===== config.mk =====
export PLATFORM = sky130hd
export DESIGN_NAME = swlink_top
export DESIGN_NICKNAME = d
export VERILOG_FILES = /design/src/rtl/swlink_pkg.sv /design/src/rtl/swlink_enc.sv /design/src/rtl/swlink_tx.sv /design/src/rtl/swlink_rx.sv /design/src/rtl/swlink_top.sv
export SDC_FILE = /design/constraint.sdc
export NUM_CORES = 1
export LEC_CHECK = 0
export BUFFER_PORTS_ARGS = -buffer_cell sky130_fd_sc_hd__buf_4
export CORE_ASPECT_RATIO = 1.25
export CORE_UTILIZATION = 55
export DETAILED_ROUTE_END_ITERATION = 10
export HOLD_SLACK_MARGIN = 0.05
export PLACE_DENSITY = 0.75
export SKIP_LAST_GASP = 1
export SYNTH_ARGS = -nofsm -noshare
export SYNTH_HDL_FRONTEND = slang
export SYNTH_SLANG_ARGS = --single-unit

===== constraint.sdc =====
create_clock -name clk -period 0.9 [get_ports clk]
set_input_delay 0.18 -clock clk [delete_from_list [all_inputs] [get_ports clk]]
set_output_delay 0.18 -clock clk [all_outputs]
set_load 0.01 [all_outputs]

===== src/rtl/swlink_pkg.sv =====
package swlink_pkg;
  localparam int SW_N      = 8;   // switch positions
  localparam int CODE_W    = 4;   // BCD code width
  localparam int FRAME_W   = 8;   // frame length in bits
  localparam int GAP_BITS  = 8;   // zero bits after each frame
  localparam int ERR_VAL   = 14;  // error code value
  localparam int PERIOD    = FRAME_W + GAP_BITS;
  localparam int CNT_W     = $clog2(PERIOD);
  localparam int FIELD_W   = FRAME_W - 2;
  localparam int FILL_W    = FIELD_W - CODE_W;
endpackage


===== src/rtl/swlink_enc.sv =====
module swlink_enc
  import swlink_pkg::*;
#(
  parameter int NSW  = SW_N,
  parameter int CW   = CODE_W,
  parameter int EVAL = ERR_VAL
) (
  input  logic [NSW-1:0] sw,
  output logic [CW-1:0]  code
);
  localparam int HIT_W = $clog2(NSW + 1);

  logic [HIT_W-1:0] hits;
  logic [CW-1:0]    pos;

  always_comb begin
    hits = '0;
    pos  = '0;
    for (int i = 0; i < NSW; i++) begin
      if (sw[i]) begin
        hits = hits + 1'b1;
        pos  = CW'(i + 1);
      end
    end
  end

  always_comb begin
    if (hits == '0)
      code = '0;
    else if (hits == HIT_W'(1))
      code = pos;
    else
      code = CW'(EVAL);
  end
endmodule


===== src/rtl/swlink_tx.sv =====
module swlink_tx
  import swlink_pkg::*;
#(
  parameter int CW  = CODE_W,
  parameter int FW  = FRAME_W,
  parameter int GAP = GAP_BITS
) (
  input  logic          clk,
  input  logic          rst_n,
  input  logic [CW-1:0] code_in,
  output logic          ser_out
);
  localparam int PER  = FW + GAP;
  localparam int CW_C = $clog2(PER);
  localparam int FILL = FW - 2 - CW;

  logic [CW_C-1:0] cnt_q, cnt_d;
  logic [FW-1:0]   sr_q, sr_d;
  logic            load;
  logic [FW-1:0]   frame;

  assign frame = {1'b1, {FILL{1'b0}}, code_in, 1'b1};
  assign load  = (cnt_q == '0);

  always_comb begin
    if (cnt_q == CW_C'(PER - 1))
      cnt_d = '0;
    else
      cnt_d = cnt_q + 1'b1;
  end

  always_comb begin
    if (load)
      sr_d = frame;
    else
      sr_d = {sr_q[FW-2:0], 1'b0};
  end

  always_ff @(posedge clk or negedge rst_n) begin
    if (!rst_n) begin
      cnt_q <= '0;
      sr_q  <= '0;
    end else begin
      cnt_q <= cnt_d;
      sr_q  <= sr_d;
    end
  end

  assign ser_out = sr_q[FW-1];

  AST_TX_MARK_AFTER_LOAD: assert property (@(posedge clk) disable iff (!rst_n)
    (cnt_q == CW_C'(1)) |-> ser_out);

  AST_TX_GAP_ZERO: assert property (@(posedge clk) disable iff (!rst_n)
    ((cnt_q > CW_C'(FW)) || (cnt_q == '0)) |-> !ser_out);
endmodule


===== src/rtl/swlink_rx.sv =====
module swlink_rx
  import swlink_pkg::*;
#(
  parameter int CW   = CODE_W,
  parameter int FW   = FRAME_W,
  parameter int MAXD = SW_N,
  parameter int EVAL = ERR_VAL
) (
  input  logic          clk,
  input  logic          rst_n,
  input  logic          ser_in,
  output logic [CW-1:0] code_out
);
  localparam int FLD = FW - 2;

  logic [FW-1:0]  sr_q, sr_d;
  logic [CW-1:0]  out_q, out_d;
  logic [FLD-1:0] field;
  logic           framed;
  logic [CW-1:0]  decoded;

  assign sr_d   = {sr_q[FW-2:0], ser_in};
  assign framed = sr_q[FW-1] & sr_q[0];
  assign field  = sr_q[FW-2:1];

  always_comb begin
    if (field > FLD'(MAXD))
      decoded = CW'(EVAL);
    else
      decoded = field[CW-1:0];
  end

  always_comb begin
    if (framed)
      out_d = decoded;
    else
      out_d = out_q;
  end

  always_ff @(posedge clk or negedge rst_n) begin
    if (!rst_n) begin
      sr_q  <= '0;
      out_q <= '0;
    end else begin
      sr_q  <= sr_d;
      out_q <= out_d;
    end
  end

  assign code_out = out_q;

  AST_RX_HOLD: assert property (@(posedge clk) disable iff (!rst_n)
    !framed |=> $stable(code_out));

  AST_RX_RANGE: assert property (@(posedge clk) disable iff (!rst_n)
    (code_out <= CW'(MAXD)) || (code_out == CW'(EVAL)));
endmodule


===== src/rtl/swlink_top.sv =====
module swlink_top
  import swlink_pkg::*;
(
  input  logic              clk,
  input  logic              rst_n,
  input  logic [SW_N-1:0]   sw_in,
  output logic              link_bit,
  output logic [CODE_W-1:0] bcd_out
);
  logic [1:0]        rs_q;
  logic              rst_sync_n;
  logic [CODE_W-1:0] enc_code;

  always_ff @(posedge clk or negedge rst_n) begin
    if (!rst_n)
      rs_q <= '0;
    else
      rs_q <= {rs_q[0], 1'b1};
  end
  assign rst_sync_n = rs_q[1];

  swlink_enc #(.NSW(SW_N), .CW(CODE_W), .EVAL(ERR_VAL)) u_enc (
    .sw   (sw_in),
    .code (enc_code)
  );

  swlink_tx #(.CW(CODE_W), .FW(FRAME_W), .GAP(GAP_BITS)) u_tx (
    .clk     (clk),
    .rst_n   (rst_sync_n),
    .code_in (enc_code),
    .ser_out (link_bit)
  );

  swlink_rx #(.CW(CODE_W), .FW(FRAME_W), .MAXD(SW_N), .EVAL(ERR_VAL)) u_rx (
    .clk      (clk),
    .rst_n    (rst_sync_n),
    .ser_in   (link_bit),
    .code_out (bcd_out)
  );

  AST_ENC_MULTI_ERR: assert property (@(posedge clk) disable iff (!rst_n)
    ($countones(sw_in) > 1) |-> (enc_code == CODE_W'(ERR_VAL)));

  AST_ENC_NONE_ZERO: assert property (@(posedge clk) disable iff (!rst_n)
    (sw_in == '0) |-> (enc_code == '0));

  AST_RST_CLEAR: assert property (@(posedge clk)
    !rst_n |-> ((bcd_out == '0) && !link_bit));
endmodule


==> run_results.csv, run 1 <==
group,metric,value,unit
status,outcome,"aborted with a tool error",
status,haltStage,"global routing (5_1_grt)",
status,stop_error,"[ERROR DPL-0033] detailed placement checks failed during check placement.",
floorplanning,initial_core_util,58.3,%
placement,dp_hpwl,2830,µm
synthesis,netlist_instances,159,
clock_tree,cts.path.max_buffers,2,
synthesis,synth.avg_cell_area,9.82,µm²
sta,endpoint_type,"register input",
synthesis,synth.top_cell.area_share,41.7,%
synthesis,netlist_area,1560,µm²
synthesis,synthTopCellsByArea,"dfrtp_1 42%, ha_1 8.0%, xnor2_1 5.6%, nand2_1 4.1%, o21ai_0 3.8%",
floorplanning,rows,21,
synthesis,syn-num-nets,179,
synthesis,ys_async_sr_fraction,100,%
synthesis,synthFlopType,"dfrtp_1",
global_route,grt_max_degree,25,
synthesis,ys_ff_latch,26,
floorplanning,die_y,61.6,µm
global_route,antenna_found_initial,0,
floorplanning,die_w,49.7,µm
synthesis,synth_top_area_cell,"dfrtp_1",
synthesis,synth_cell_type_count,40,
clock_tree,cts_root_buffer,"clkbuf_4",
clock_tree,cts_sinks,26,
clock_tree,cts_buffers,3,
clock_tree,htree_levels,1,
floorplanning,num_io_pins,15,
synthesis,ys_warn_count,0,
placement,io_buffer_count,14,
sta,grt-worst-endpoint,"u_tx.sr_q[3]$_DFF_PN0_/D",
synthesis,yosysSeqAreaShare,41.7,%
placement,place_congestion,0.948,
synthesis,synth_edf_count,0,
stage by stage:
| stage | cells | area (µm²) | util, % | worst slack [ns] | hold slack, ns |
|---|---|---|---|---|---|
| after floorplan | 159 | 1680 | - | -2.87 | -0.116 |
| after global placement | 245 | 2110 | 78.9 | -2.93 | -0.0385 |
| after detailed placement | 245 | 2110 | 78.9 | -3.07 | -0.0361 |
| after CTS | 264 | 2420 | 90.1 | -2.53 | 0.140 |
timing repair:
| item | 4_1_cts |
|---|---|
| hold buffers | 1 |
| setup endpoints to repair | 20 |
| pin swaps | 16 |
| gates resized for setup | 31 |
| cloned | 0 |
| buffers inserted | 14 |
| hold endpoints to repair | 2 |
cell families after synthesis:
group | after synthesis | share of synthesized area, %
other cells | 1 | 0.240
simple gates | 44 | 13.4
fa+ha+maj | 10 | 8.01
buf+inv | 22 | 5.69
xor+xnor | 15 | 11.5
mux | 3 | 2.16
compound gates | 38 | 17.4
flops | 26 | 41.7
cells in the mapped netlist (2+ instances only):
| cell type | count |
|---|---|
| nand2_1 | 17 |
| nand3b_1 | 2 |
| a311oi_1 | 2 |
| buf_2 | 2 |
| a22o_1 | 2 |
| clkbuf_1 | 4 |
| or2_2 | 2 |
| nor3_1 | 3 |
| nor2_1 | 8 |
| ha_1 | 10 |
| inv_1 | 15 |
| o32a_1 | 3 |
| a21oi_1 | 4 |
| mux2_2 | 3 |
| xnor2_1 | 10 |
| dfrtp_1 | 26 |
| a31oi_1 | 3 |
| xor2_1 | 2 |
| o21ai_0 | 12 |
| o22ai_1 | 2 |
| nand3_1 | 4 |
| nor3b_1 | 2 |
| and3_1 | 2 |
| nor2b_1 | 3 |
==> inputs of run 2 (changes only) <==
- CORE_ASPECT_RATIO: 1.25 -> not set
- CORE_UTILIZATION: 55 -> 40
- HOLD_SLACK_MARGIN: 0.05 -> not set
- PLACE_DENSITY: 0.75 -> not set
- PLACE_DENSITY_LB_ADDON: not set -> 0.15
==> run 2 against run 1 <==
Against the previous run:
- the flow now finishes, with violations (setup timing)
- synthesized area is the same
- synthesized cell count is the same
==> run_results.csv, run 2 <==
group,metric,value,unit
synthesis,synth_commonest_cells,"26 x dfrtp_1, 17 x nand2_1, 15 x inv_1, 12 x o21ai_0",
setup_path,ff2ff_path_depth,5,
global_route,use_met1,23.9,%
clock_tree,cts_tree,"done",
route,post-route-drc-count,0,
synthesis,synth.top_cell.area_share,41.7,%
sta,drv_slew,0,
clock_tree,cts.clk_slew.worst_paths,0.09,ns
synthesis,synth.avg_cell_area,9.82,µm²
global_route,grtUsageMet2,38.6,%
synthesis,netlist_area,1560,µm²
sta,fmax,289,MHz
placement,io_buffer_count,14,
final_layout,finalNonFillerCells,273,
setup_path,reg2reg_from,"u_tx.cnt_q[1]",
final_layout,layout_commonest_cell,"buf_4",
placement,place_inst,253,
placement,place_congestion,0.791,
power,vdd.ir_drop.worst,0.697,mV
floorplanning,core_area,3720,µm²
clock_tree,htree_levels,1,
power,seq_power_share,29.3,%
global_route,track_usage,20.7,%
synthesis,yosysSeqAreaShare,41.7,%
route,routed_via_density,5.02,
route,drt_iter0_drc,85,
power,p_per_area,1680,nW/µm²
status,failed_checks,"setup timing",
sta,layout_min_cycle_time,3.46,ns
clock_tree,cts_buffers,3,
route,routed_wl,3740,µm
synthesis,synthFlopType,"dfrtp_1",
power,p_sw_share,29.7,%
power,combPwrFrac,47.8,%
clock_tree,cts_sinks,26,
synthesis,synth_top_area_cell,"dfrtp_1",
synthesis,synth_most_common_cell,"dfrtp_1",
final_layout,multi_input_area,1040,µm²
final_layout,syn_to_final_growth,58.3,%
sta,finalHoldViolCount,0,
sta,setup_viol,20,
setup_path,cp.arrival,3.62,ns
synthesis,ys_warn_count,0,
final_layout,largestRegisters,"u_rx.sr_q x8, u_tx.sr_q x8",
final_layout,nets,246,
sta,layout_setup_ws,-2.56,ns
synthesis,netlist_instances,159,
synthesis,synthTopCellsByArea,"dfrtp_1 42%, ha_1 8.0%, xnor2_1 5.6%, nand2_1 4.1%, o21ai_0 3.8%",
setup_path,cp-end-kind,"flop",
worst_hold_path,hp-class,"in -> async",
final_layout,postLayoutCellArea,2470,µm²
sta,rsz0062_at_grt,"yes",
final_layout,register_area,651,µm²
floorplanning,initial_core_util,42.0,%
synthesis,ys_ff_latch,26,
synthesis,syn-num-nets,179,
global_route,busiest_layer,"met2",
power,net-switching-power,1230,µW
synthesis,synth_edf_count,0,
placement,place_area,2090,µm²
setup_path,reg2reg_slack,-0.62,ns
floorplanning,die_area,4160,µm²
clock_tree,cts_root_buffer,"clkbuf_8",
floorplanning,die_y,64.5,µm
sta,fin_setup_tns,-12.59,ns
placement,dp_slack,-3.03,ns
synthesis,ys_async_sr_fraction,100,%
global_route,antenna_found_initial,0,
power,leakagePower,0.00116,µW
sta,skew,0.000990,ns
final_layout,drive_above_1_share,47.6,%
global_route,grt_pass1_wl,6530,µm
setup_path,crit_type,"in -> reg",
placement,dp_hpwl,2640,µm
route,routedWlPerCell,13.7,µm
power,p_int,2910,µW
final_layout,n_antenna_cell,0,
setup_path,required,1.06,ns
sta,fin_crit_sh,385,%
final_layout,final_cell_mix,"55 x buf_4, 26 x dfrtp_1, 15 x nand2_1, 11 x buf_6, 10 x inv_1",
setup_path,crit_fanout,3,
clock_tree,worst_skew_pair.late_latency,0.27,ns
global_route,use_met3,2.99,%
floorplanning,die_w,64.5,µm
route,via_count,1371,
power,clkPwrFrac,22.8,%
flow_run,cap_viol_max_count,0,
synthesis,synth_cell_type_count,40,
global_route,grt_max_degree,25,
route,dr.pass1.iters,4,
final_layout,fillers,301,
status,outcome,"complete, but fails checks",
setup_path,r2r-end,"u_tx.sr_q[3]",
floorplanning,rows,22,
global_route,grt_overflow_total,0,
global_route,grt_pass1_vias,1441,
clock_tree,cts.path.max_buffers,2,
setup_path,critPathLaunchType,"input port",
route,final_antenna_net_count,0,
floorplanning,num_io_pins,15,
[run 2: cell counts after synthesis]
Identical to the previous run, type by type.
[run 2: worst max path at each step]
stage | startpoint | to | slack (ns) | cells after the start
after global placement | sw_in[0] | u_tx.sr_q[2] | -2.95 | 19
after detailed placement | sw_in[0] | u_tx.sr_q[4] | -3.03 | 19
final | sw_in[0] | u_tx.sr_q[3] | -2.56 | 20
after global routing | sw_in[0] | u_tx.sr_q[4] | -2.65 | 20
after floorplan | sw_in[0] | u_tx.sr_q[2] | -2.87 | 20
after CTS | sw_in[1] | u_tx.sr_q[4] | -2.60 | 19
[run 2: worst max-delay path: stages]
cell     delay [ns]
buf_8          0.09
inv_8          0.03
ha_4           0.29
xor2_4         0.18
ha_4           0.23
nand2_4        0.07
o21ai_4        0.06
ha_4           0.22
mux2_4         0.30
ha_4           0.27
inv_2          0.03
a22o_1         0.23
o41ai_4        0.07
ha_1           0.29
nand2_1        0.07
nor2_1         0.04
a31o_1         0.18
a32o_2         0.26
xnor2_2        0.15
o32a_1         0.36
[run 2: final cells by class]
cell class,instances,area share (%)
multi-input combinational,111,42.1
clock inverter,1,1.22
tap,48,2.43
inverter,15,2.89
sequential,26,26.3
timing repair buffer,69,23.3
clock buffer,3,1.67
[run 2: cells by family (layout without fill, tap and decap cells)]
group / count (synthesis) / in the layout / synth area share [%]
AND/OR/NAND/NOR: 44 / 44 / 13.4
AO/OA/AOI/OAI: 38 / 38 / 17.4
flip-flops: 26 / 26 / 41.7
buffers and inverters: 22 / 88 / 5.69
XOR/XNOR: 15 / 15 / 11.5
adder cells (fa/ha/maj): 10 / 10 / 8.01
multiplexers: 3 / 3 / 2.16
other: 1 / 1 / 0.240
[run 2: repair_timing]
action	CTS	global route
hold endpoints to repair	2	0
setup buffers	8	7
gates resized for setup	26	14
hold buffers	1	0
endpoints found under the setup margin	20	20
pin swaps	12	6
[run 2: per-stage QoR]
step,hold WS [ns],total power (µW),utilization (%)
after floorplan,-0.116,2240,-
after global placement,-0.0382,2680,56.2
after detailed placement,-0.0337,2730,56.2
after CTS,0.218,3980,63.1
after global routing,0.230,4400,66.5
final,0.225,4140,66.5
[run 2: layer usage]
layer  part of all wire, %  vias to the layer above
met5                     0                        -
met4                   1.4                        0
met3                   2.4                        6
met2                    55                       20
met1                    41                      660
li1                      -                      685
[run 2: power by group through the flow]
stage | logic (µW) | clock network [µW] | registers (µW)
floorplan | 987 | 0 | 1260
finish | 1980 | 947 | 1220
CTS | 1800 | 969 | 1220
global placement | 1450 | 0 | 1230
global route | 2160 | 1020 | 1220
detailed placement | 1500 | 0 | 1240
No activity file was read; power rests on OpenSTA's default activity.
